## config.mk

```make
export PLATFORM = sky130hd
export DESIGN_NAME = pwr_idle_ctrl
export DESIGN_NICKNAME = d
export VERILOG_FILES = /design/src/rtl/pwr_idle_ctrl.sv
export SDC_FILE = /design/constraint.sdc
export NUM_CORES = 1
export LEC_CHECK = 0
export ABC_AREA = 1
export BUFFER_PORTS_ARGS = -buffer_cell sky130_fd_sc_hd__buf_2
export CORE_MARGIN = 8
export CORE_UTILIZATION = 45
export CTS_BUF_LIST = sky130_fd_sc_hd__clkbuf_2 sky130_fd_sc_hd__clkbuf_4 sky130_fd_sc_hd__clkbuf_8
export DETAILED_ROUTE_END_ITERATION = 8
export GPL_ROUTABILITY_DRIVEN = 0
export PLACE_DENSITY = 0.68
export SLEW_MARGIN = 10
export SYNTH_ARGS = -nofsm -noshare
export SYNTH_HDL_FRONTEND = slang
export SYNTH_SLANG_ARGS = --single-unit
```

## constraint.sdc

```tcl
create_clock -name clk -period 2.38 [get_ports clk]
set_input_delay 0 -clock clk [delete_from_list [all_inputs] [get_ports clk]]
set_output_delay 0 -clock clk [all_outputs]
set_load 0.01 [all_outputs]
```

## src/rtl/pwr_idle_ctrl.sv

```systemverilog
module pwr_idle_ctrl #(
  parameter int CNT_W = 16,
  parameter int THR_W = 8,
  parameter int NPL   = 4
) (
  input  logic             clk,
  input  logic             rst_n,
  input  logic             sys_act,
  input  logic             per_act,
  input  logic [CNT_W-1:0] doze_ld,
  input  logic [CNT_W-1:0] stby_ld,
  input  logic [CNT_W-1:0] susp_ld,
  input  logic [CNT_W-1:0] per_ld,
  input  logic             smi_ack,
  input  logic             cpu_susp_ack,
  input  logic             thr_en,
  input  logic [THR_W-1:0] thr_on,
  input  logic [THR_W-1:0] thr_per,
  input  logic [NPL-1:0]   plane_keep,
  output logic [1:0]       pstate,
  output logic             smi_req,
  output logic             cpu_susp_req,
  output logic [NPL-1:0]   plane_on,
  output logic             per_idle
);

  typedef enum logic [1:0] {S_FULL = 2'd0, S_DOZE = 2'd1, S_STBY = 2'd2, S_SUSP = 2'd3} pst_t;

  pst_t             st;
  logic             pend;
  logic [CNT_W-1:0] cnt, pcnt, lim;
  logic [THR_W-1:0] ph;
  logic             expire, wake, thr_act;

  always_comb begin
    case (st)
      S_FULL:  lim = doze_ld;
      S_DOZE:  lim = stby_ld;
      S_STBY:  lim = susp_ld;
      default: lim = '0;
    endcase
  end

  assign expire  = !sys_act && !pend && st != S_SUSP && lim != '0 && cnt == lim - CNT_W'(1);
  assign wake    = sys_act && (st != S_FULL || pend);
  assign thr_act = thr_en && thr_per != '0 && (st == S_DOZE || st == S_STBY) && !pend;

  always_ff @(posedge clk) begin
    if (!rst_n) begin
      st   <= S_FULL;
      pend <= 1'b0;
      cnt  <= '0;
    end else if (sys_act) begin
      st   <= S_FULL;
      pend <= 1'b0;
      cnt  <= '0;
    end else if (pend) begin
      if (cpu_susp_ack) begin
        st   <= S_SUSP;
        pend <= 1'b0;
      end
    end else if (expire) begin
      cnt <= '0;
      if (st == S_STBY) pend <= 1'b1;
      else              st   <= pst_t'(st + 2'd1);
    end else if (st != S_SUSP && lim != '0) begin
      cnt <= cnt + CNT_W'(1);
    end
  end

  always_ff @(posedge clk) begin
    if (!rst_n)                smi_req <= 1'b0;
    else if (expire || wake)   smi_req <= 1'b1;
    else if (smi_ack)          smi_req <= 1'b0;
  end

  always_ff @(posedge clk) begin
    if (!rst_n || !thr_act || sys_act || expire) ph <= '0;
    else if (ph == thr_per - THR_W'(1))          ph <= '0;
    else                                         ph <= ph + THR_W'(1);
  end

  always_ff @(posedge clk) begin
    if (!rst_n || per_act) begin
      pcnt     <= '0;
      per_idle <= 1'b0;
    end else if (!per_idle && per_ld != '0) begin
      if (pcnt == per_ld - CNT_W'(1)) begin
        pcnt     <= '0;
        per_idle <= 1'b1;
      end else begin
        pcnt <= pcnt + CNT_W'(1);
      end
    end
  end

  assign pstate       = st;
  assign cpu_susp_req = st == S_SUSP || pend || (thr_act && ph < thr_on);
  assign plane_on     = (st == S_SUSP) ? plane_keep : {NPL{1'b1}};

  p_susp_ack_r4: assert property (@(posedge clk) disable iff (!rst_n)
    (pstate == 2'd3 && $past(pstate) != 2'd3) |-> $past(cpu_susp_ack));

  p_step_order_r3: assert property (@(posedge clk) disable iff (!rst_n)
    (pstate != $past(pstate)) |-> (pstate == 2'd0 || pstate == $past(pstate) + 2'd1));

  p_wake_full_r5: assert property (@(posedge clk) disable iff (!rst_n)
    sys_act |=> (pstate == 2'd0 && !cpu_susp_req));

  p_wake_smi_r5: assert property (@(posedge clk) disable iff (!rst_n)
    (sys_act && (pstate != 2'd0 || cpu_susp_req)) |=> smi_req);

  p_smi_hold_r6: assert property (@(posedge clk) disable iff (!rst_n)
    (smi_req && !smi_ack) |=> smi_req);

  p_per_clear_r10: assert property (@(posedge clk) disable iff (!rst_n)
    per_act |=> !per_idle);

  p_pend_hold_r4: assert property (@(posedge clk) disable iff (!rst_n)
    (pstate == 2'd2 && cpu_susp_req && !thr_en && !sys_act && !cpu_susp_ack) |=> (pstate == 2'd2 && cpu_susp_req));

endmodule

```

### After elaboration in Yosys (flattened, before gate mapping)

Index checks and enable logic that the tools add are counted.

| operators by class | value |
|---|---|
| add/sub/neg operators | 7 |
| $lt $le $gt $ge | 1 |
| equal/unequal tests | 9 |
| mux-type cells | 15 |
| bitwise logic cells | 2 |
| reductions and logical operators | 38 |

Operators by type and width:

| operator | number |
|---|---|
| 16-bit two-way mux | 3 |
| 16-bit one-hot mux with 3 select lines | 1 |
| 16-bit by 1-bit adder with 16-bit output, second input constant | 2 |
| 16-bit equality test | 2 |
| 16-bit nonzero test | 2 |
| 16-bit by 1-bit subtractor with 16-bit output, second input constant | 2 |
| 1-bit logical AND | 11 |
| 1-bit logical OR | 9 |
| 8-bit by 1-bit adder with 8-bit output, second input constant | 1 |
| 8-bit equality test | 1 |
| 8-bit < comparator | 1 |
| 2-bit two-way mux | 4 |
| 2-bit nonzero test | 4 |
| 8-bit nonzero test | 1 |
| 8-bit by 1-bit subtractor with 8-bit output, second input constant | 1 |
| 1-bit two-way mux | 6 |
| 2-bit inequality test, second input constant | 3 |
| 1-bit zero test | 5 |
| 2-bit equality test, second input constant | 2 |
| 4-bit two-way mux | 1 |
| 2-bit AND reduction | 2 |
| 2-bit OR reduction | 2 |
| 3-bit AND reduction | 1 |
| 2-bit by 1-bit adder with 2-bit output, second input constant | 1 |
| 3 further kinds | 4 |

| storage, ports and cells | value |
|---|---|
| register bits after elaboration | 45 |
| bits of input ports | 91 |
| output and inout port bits | 9 |
| logic and storage cells | 79 |

### Logic depth before layout (Yosys ltp)

| depth | value |
|---|---|
| depth in word-level cells | 9 |
| mapped depth | 21 |

### Worst setup path before layout

No wires, ideal clock.

| path | value |
|---|---|
| path kind | register to register |
| from | register st[0] (netlist: pstate[0]) |
| to | register cnt[7] |
| library setup time | 0.123 ns |
| arrival | 2.460 ns |
| path slack | -0.204 ns |
| stages on the path, launching flop included | 20 |
| buffers on the path | 2 |
| period minus slack after synthesis | 2.584 ns |
| cell sequence | dfxtp_1 > inv_1 > ha_1 > buf_6 > nand2_1 > nand3_1 > nand2_1 > ha_1 > xnor2_1 > nor3_1 > nand3_1 > nor2_1 > nand3_1 > nor2_1 > nand2_1 > nor2_2 > nand2_4 > nand2_4 > buf_8 > nor3b_2 |

| on the way | value |
|---|---|
| longest elaborated chain between the ends | 7 |

Ends and longest elaborated chain:

| item | RTL line | RTL |
|---|---|---|
| from (decl) | 29 | `pst_t st;` |
| from (signal assigned) | 65 | `else st <= pst_t'(st + 2'd1);` |
| 2-bit equality test (tied with other cells) | 36 | `case (st)` |
| 16-bit one-hot mux with 3 select lines | 36 |  |
| 16-bit by 1-bit subtractor with 16-bit output or 16-bit nonzero test (tied branches) | 44, 66 |  |
| 16-bit equality test or 1-bit logical AND (tied branches) | 44 | `assign expire = !sys_act && !pend && st != S_SUSP && lim != '0 && cnt == lim - CNT_W'(1);` |
| 1-bit logical AND | 44 |  |
| 2-bit nonzero test (no source line) | -- |  |
| 2-bit AND reduction (no source line) | -- |  |
| to (signal assigned) | 67 | `cnt <= cnt + CNT_W'(1);` |
| to (decl) | 31 | `logic [CNT_W-1:0] cnt, pcnt, lim;` |

Several ways; a longest one is shown, not always the timed one.
A chain may end at the register's enable or synchronous reset.

### Final worst setup path

| path | value |
|---|---|
| from | register st[0] (netlist: pstate[0]) |
| to | register ph[3] |

| on the way | value |
|---|---|
| longest elaborated chain between the ends | 9 |

Ends and longest elaborated chain:

| item | RTL line | RTL |
|---|---|---|
| branches (longest 7 deep; another with 16-bit by 1-bit subtractor with 16-bit output) | -- |  |
| 1-bit logical OR * | 78 | `if (!rst_n \|\| !thr_act \|\| sys_act \|\| expire) ph <= '0;` |
| 2-bit OR reduction (no source line) * | -- |  |
| to (signal assigned) | 80 | `else ph <= ph + THR_W'(1);` |
| to (decl) | 32 | `logic [THR_W-1:0] ph;` |

Every way passes the cells marked *.

==> reports/summary.txt <==
Status - complete, but fails checks
Failing checks - negative setup slack
Most common cell in the synthesized netlist - nand2_1
Initial DRC Count - 254
Final Skew - 4.567 ps
CP startpoint kind - flop
Bufs on Longest Clock Path - 2
Final net count - 1001
Most frequent cells after synthesis - nand2_1, nor2_1, inv_1
Leading area contributor after synthesis - dfxtp_1
Fin Setup TNS - -612.6 ps
Fin. Hold Viols - 0
Leakage - 2.709 nW
Final Worst Setup Slack - -54.87 ps
DR WL met2 - 7055 um
WL met1 - 5597 um
Crit path DAT - 2620 ps
Reg area - 908.4 um2
GRT Residual Overflow - 0
Max Cap Viol - 0
Required time worst endpoint - 2560 ps
Setup violators final - 25
Top cell type's share of synthesized area - 19.37%
CP Max Fanout - 8
WL per Instance - 13.03 um
Die ar. - 13840 um2
Ys Warns - 0
RSZ-0062 raised after global routing - yes
DR vias - 5204
Core ar. - 10180 um2
DP HPWL - 10660 um
Dominant synthesized flop cell - dfxtp_1
Clk slew on worst S/H paths - 90 ps
Num CTS Buffers - 5
Peak VDD IR - 0.0002280 V
DRC errors left - 0
Hold Path Class - in -> reg
H-tree levels - 2
Root Buffer - clkbuf_8
Total power - 0.001836 W
Highest routed layer - met4
DIE HEIGHT - 117.7 um
EDFF count, synth - 0
Rel. slew slack - 69.62%
Site row count - 37
Vias in the first global route - 5183
Horiz. Die Dim - 117.7 um
First-pass GRT wire length - 22710 um
Least-Margin Pin Slew - 452.9 ps
Initial antenna violation count - 0
Final core area utilization - 59.57%
Cell count after synthesis - 750
Final Cycle Share - 102.3%
Initial Util - 45.66%
Cell variety after synth - 41
Synth top area cells - dfxtp_1, nand2_1, nand3_1
Layout cells sized above 1 - 29.74%
Final max-slew violation count - 0
Area Overhead vs Synth - 30.45%
All-Layer GR Usage - 18.70%
Clock Latency Late Sink - 300 ps
Sequential fraction of the synthesis area - 19.37%
Upper clock frequency limit - 410.7 MHz
Crit path kind - reg -> reg
I/O pins - 100
TritonRoute pass-1 iters - 4
Seq cells post-synth - 45
Fin crit period - 2435 ps
Syn Area/Cell - 6.201 um2
Syn Nets - 861
Detailed Route WL - 13390 um
Via density - 5.067
PwrDens - 302.5 nW/um2
TritonCTS clock tree - done
Netlist Area Pre-Place - 4651 um2
Multi-input gate area - 3611 um2
Number of port buffers - 99
Largest net degree at the start of global routing - 19
DRT antenna net count - 0
# fillers - 1011
Async set-reset flop share out of synthesis - 0%
CP Capture Type - flop
Clock sink count - 45
ANT cells - 0
Met3 routed WL - 489 um
power breakdown:
| group | internal [W] | switching [W] |
|---|---|---|
| sequential | 0.000753 | 0.00000467 |
| clock | 0.000417 | 0.000263 |
| combinational | 0.000186 | 0.000212 |
flip-flops by register name, summed over array words and instances, names as in the netlist:
register	count
cnt	16
pcnt	16
ph	8
pstate	2
pend	1
per_idle	1
smi_req	1
critical path: stages (launching register included):
cell and delay (ps):
dfxtp_4 390, inv_4 50, ha_4 180, buf_4 160
nand2_1 60, nand3_1 130, nand2_2 120, nand2_1 80
nor2_1 170, nand3_1 110, nand2_1 70, nand2_1 70
nor2_2 120, inv_1 70, nor2_4 200, nand2_8 130
nand3_4 150, nor3_2 50
placed cells by master, fill, tap and decap left out, types with 22 or more instances in the layout:
master | Yosys | final
nand2_1 | 221 | 203
buf_2 | 3 | 99
buf_4 | 1 | 42
inv_1 | 78 | 73
a21oi_1 | 29 | 25
nand3_1 | 72 | 62
nor2_1 | 83 | 77
xor2_1 | 31 | 31
xnor2_1 | 23 | 22
dfxtp_1 | 45 | 43
path summary, 6_finish.rpt:
path,startpoint,endpoint,slack (ps),depth (start not counted)
hold reg to reg,ph[0]$_SDFF_PP0_,ph[0]$_SDFF_PP0_,500,1
setup reg to reg,pstate[0]$_SDFFE_PP0P_,ph[3]$_SDFF_PP0_,-50,17
hold / removal,sys_act,smi_req$_SDFFE_PN0P_,80,3
setup / recovery,pstate[0]$_SDFFE_PP0P_,ph[3]$_SDFF_PP0_,-50,17
final cells by class:
class                      instances  area share, %
clock buffer                       5          1.134
clock inverter                     3          1.072
sequential                        45          14.97
tap                              136          2.805
inverter                          83          5.259
timing repair buffer             149          15.24
multi-input combinational        606          59.52
through the flow:
| step | cell area [um2] | hold slack (ps) | instances | setup slack [ps] |
|---|---|---|---|---|
| floorplan | 4696 | 106.5 | 750 | -14.98 |
| global placement | 5553 | 273.6 | 1006 | -79.66 |
| detailed placement | 5553 | 264.3 | 1006 | -173.7 |
| CTS | 5921 | 54.47 | 1025 | -75.20 |
| global route | 6067 | 103.6 | 1027 | -214.0 |
| finish | 6067 | 75.68 | 1027 | -54.87 |
metal layers:
metal / vias up / track usage [%]
met4: 0 / 6.725
met2: 109 / 36.12
met5: - / 0
met3: 19 / 2.542
met1: 2382 / 20.13
li1: 2694 / -
logic make-up after synthesis:
family | after synthesis | synth area share [%]
flip-flops | 45 | 19.37
adder cells (fa/ha/maj) | 20 | 5.381
XOR/XNOR | 54 | 10.17
AND/OR/NAND/NOR | 483 | 49.64
buffers and inverters | 101 | 9.685
AO/OA/AOI/OAI | 47 | 5.757
what timing repair did:
item / CTS / global route
pin swaps: 26 / 21
hold buffers: 2 / 0
resized for setup: 31 / 36
gates cloned: 2 / 0
endpoints found under the hold margin: 2 / 0
endpoints found under the setup margin: 27 / 29
buffers inserted: 7 / 2
(Power assumes the default switching activity.)
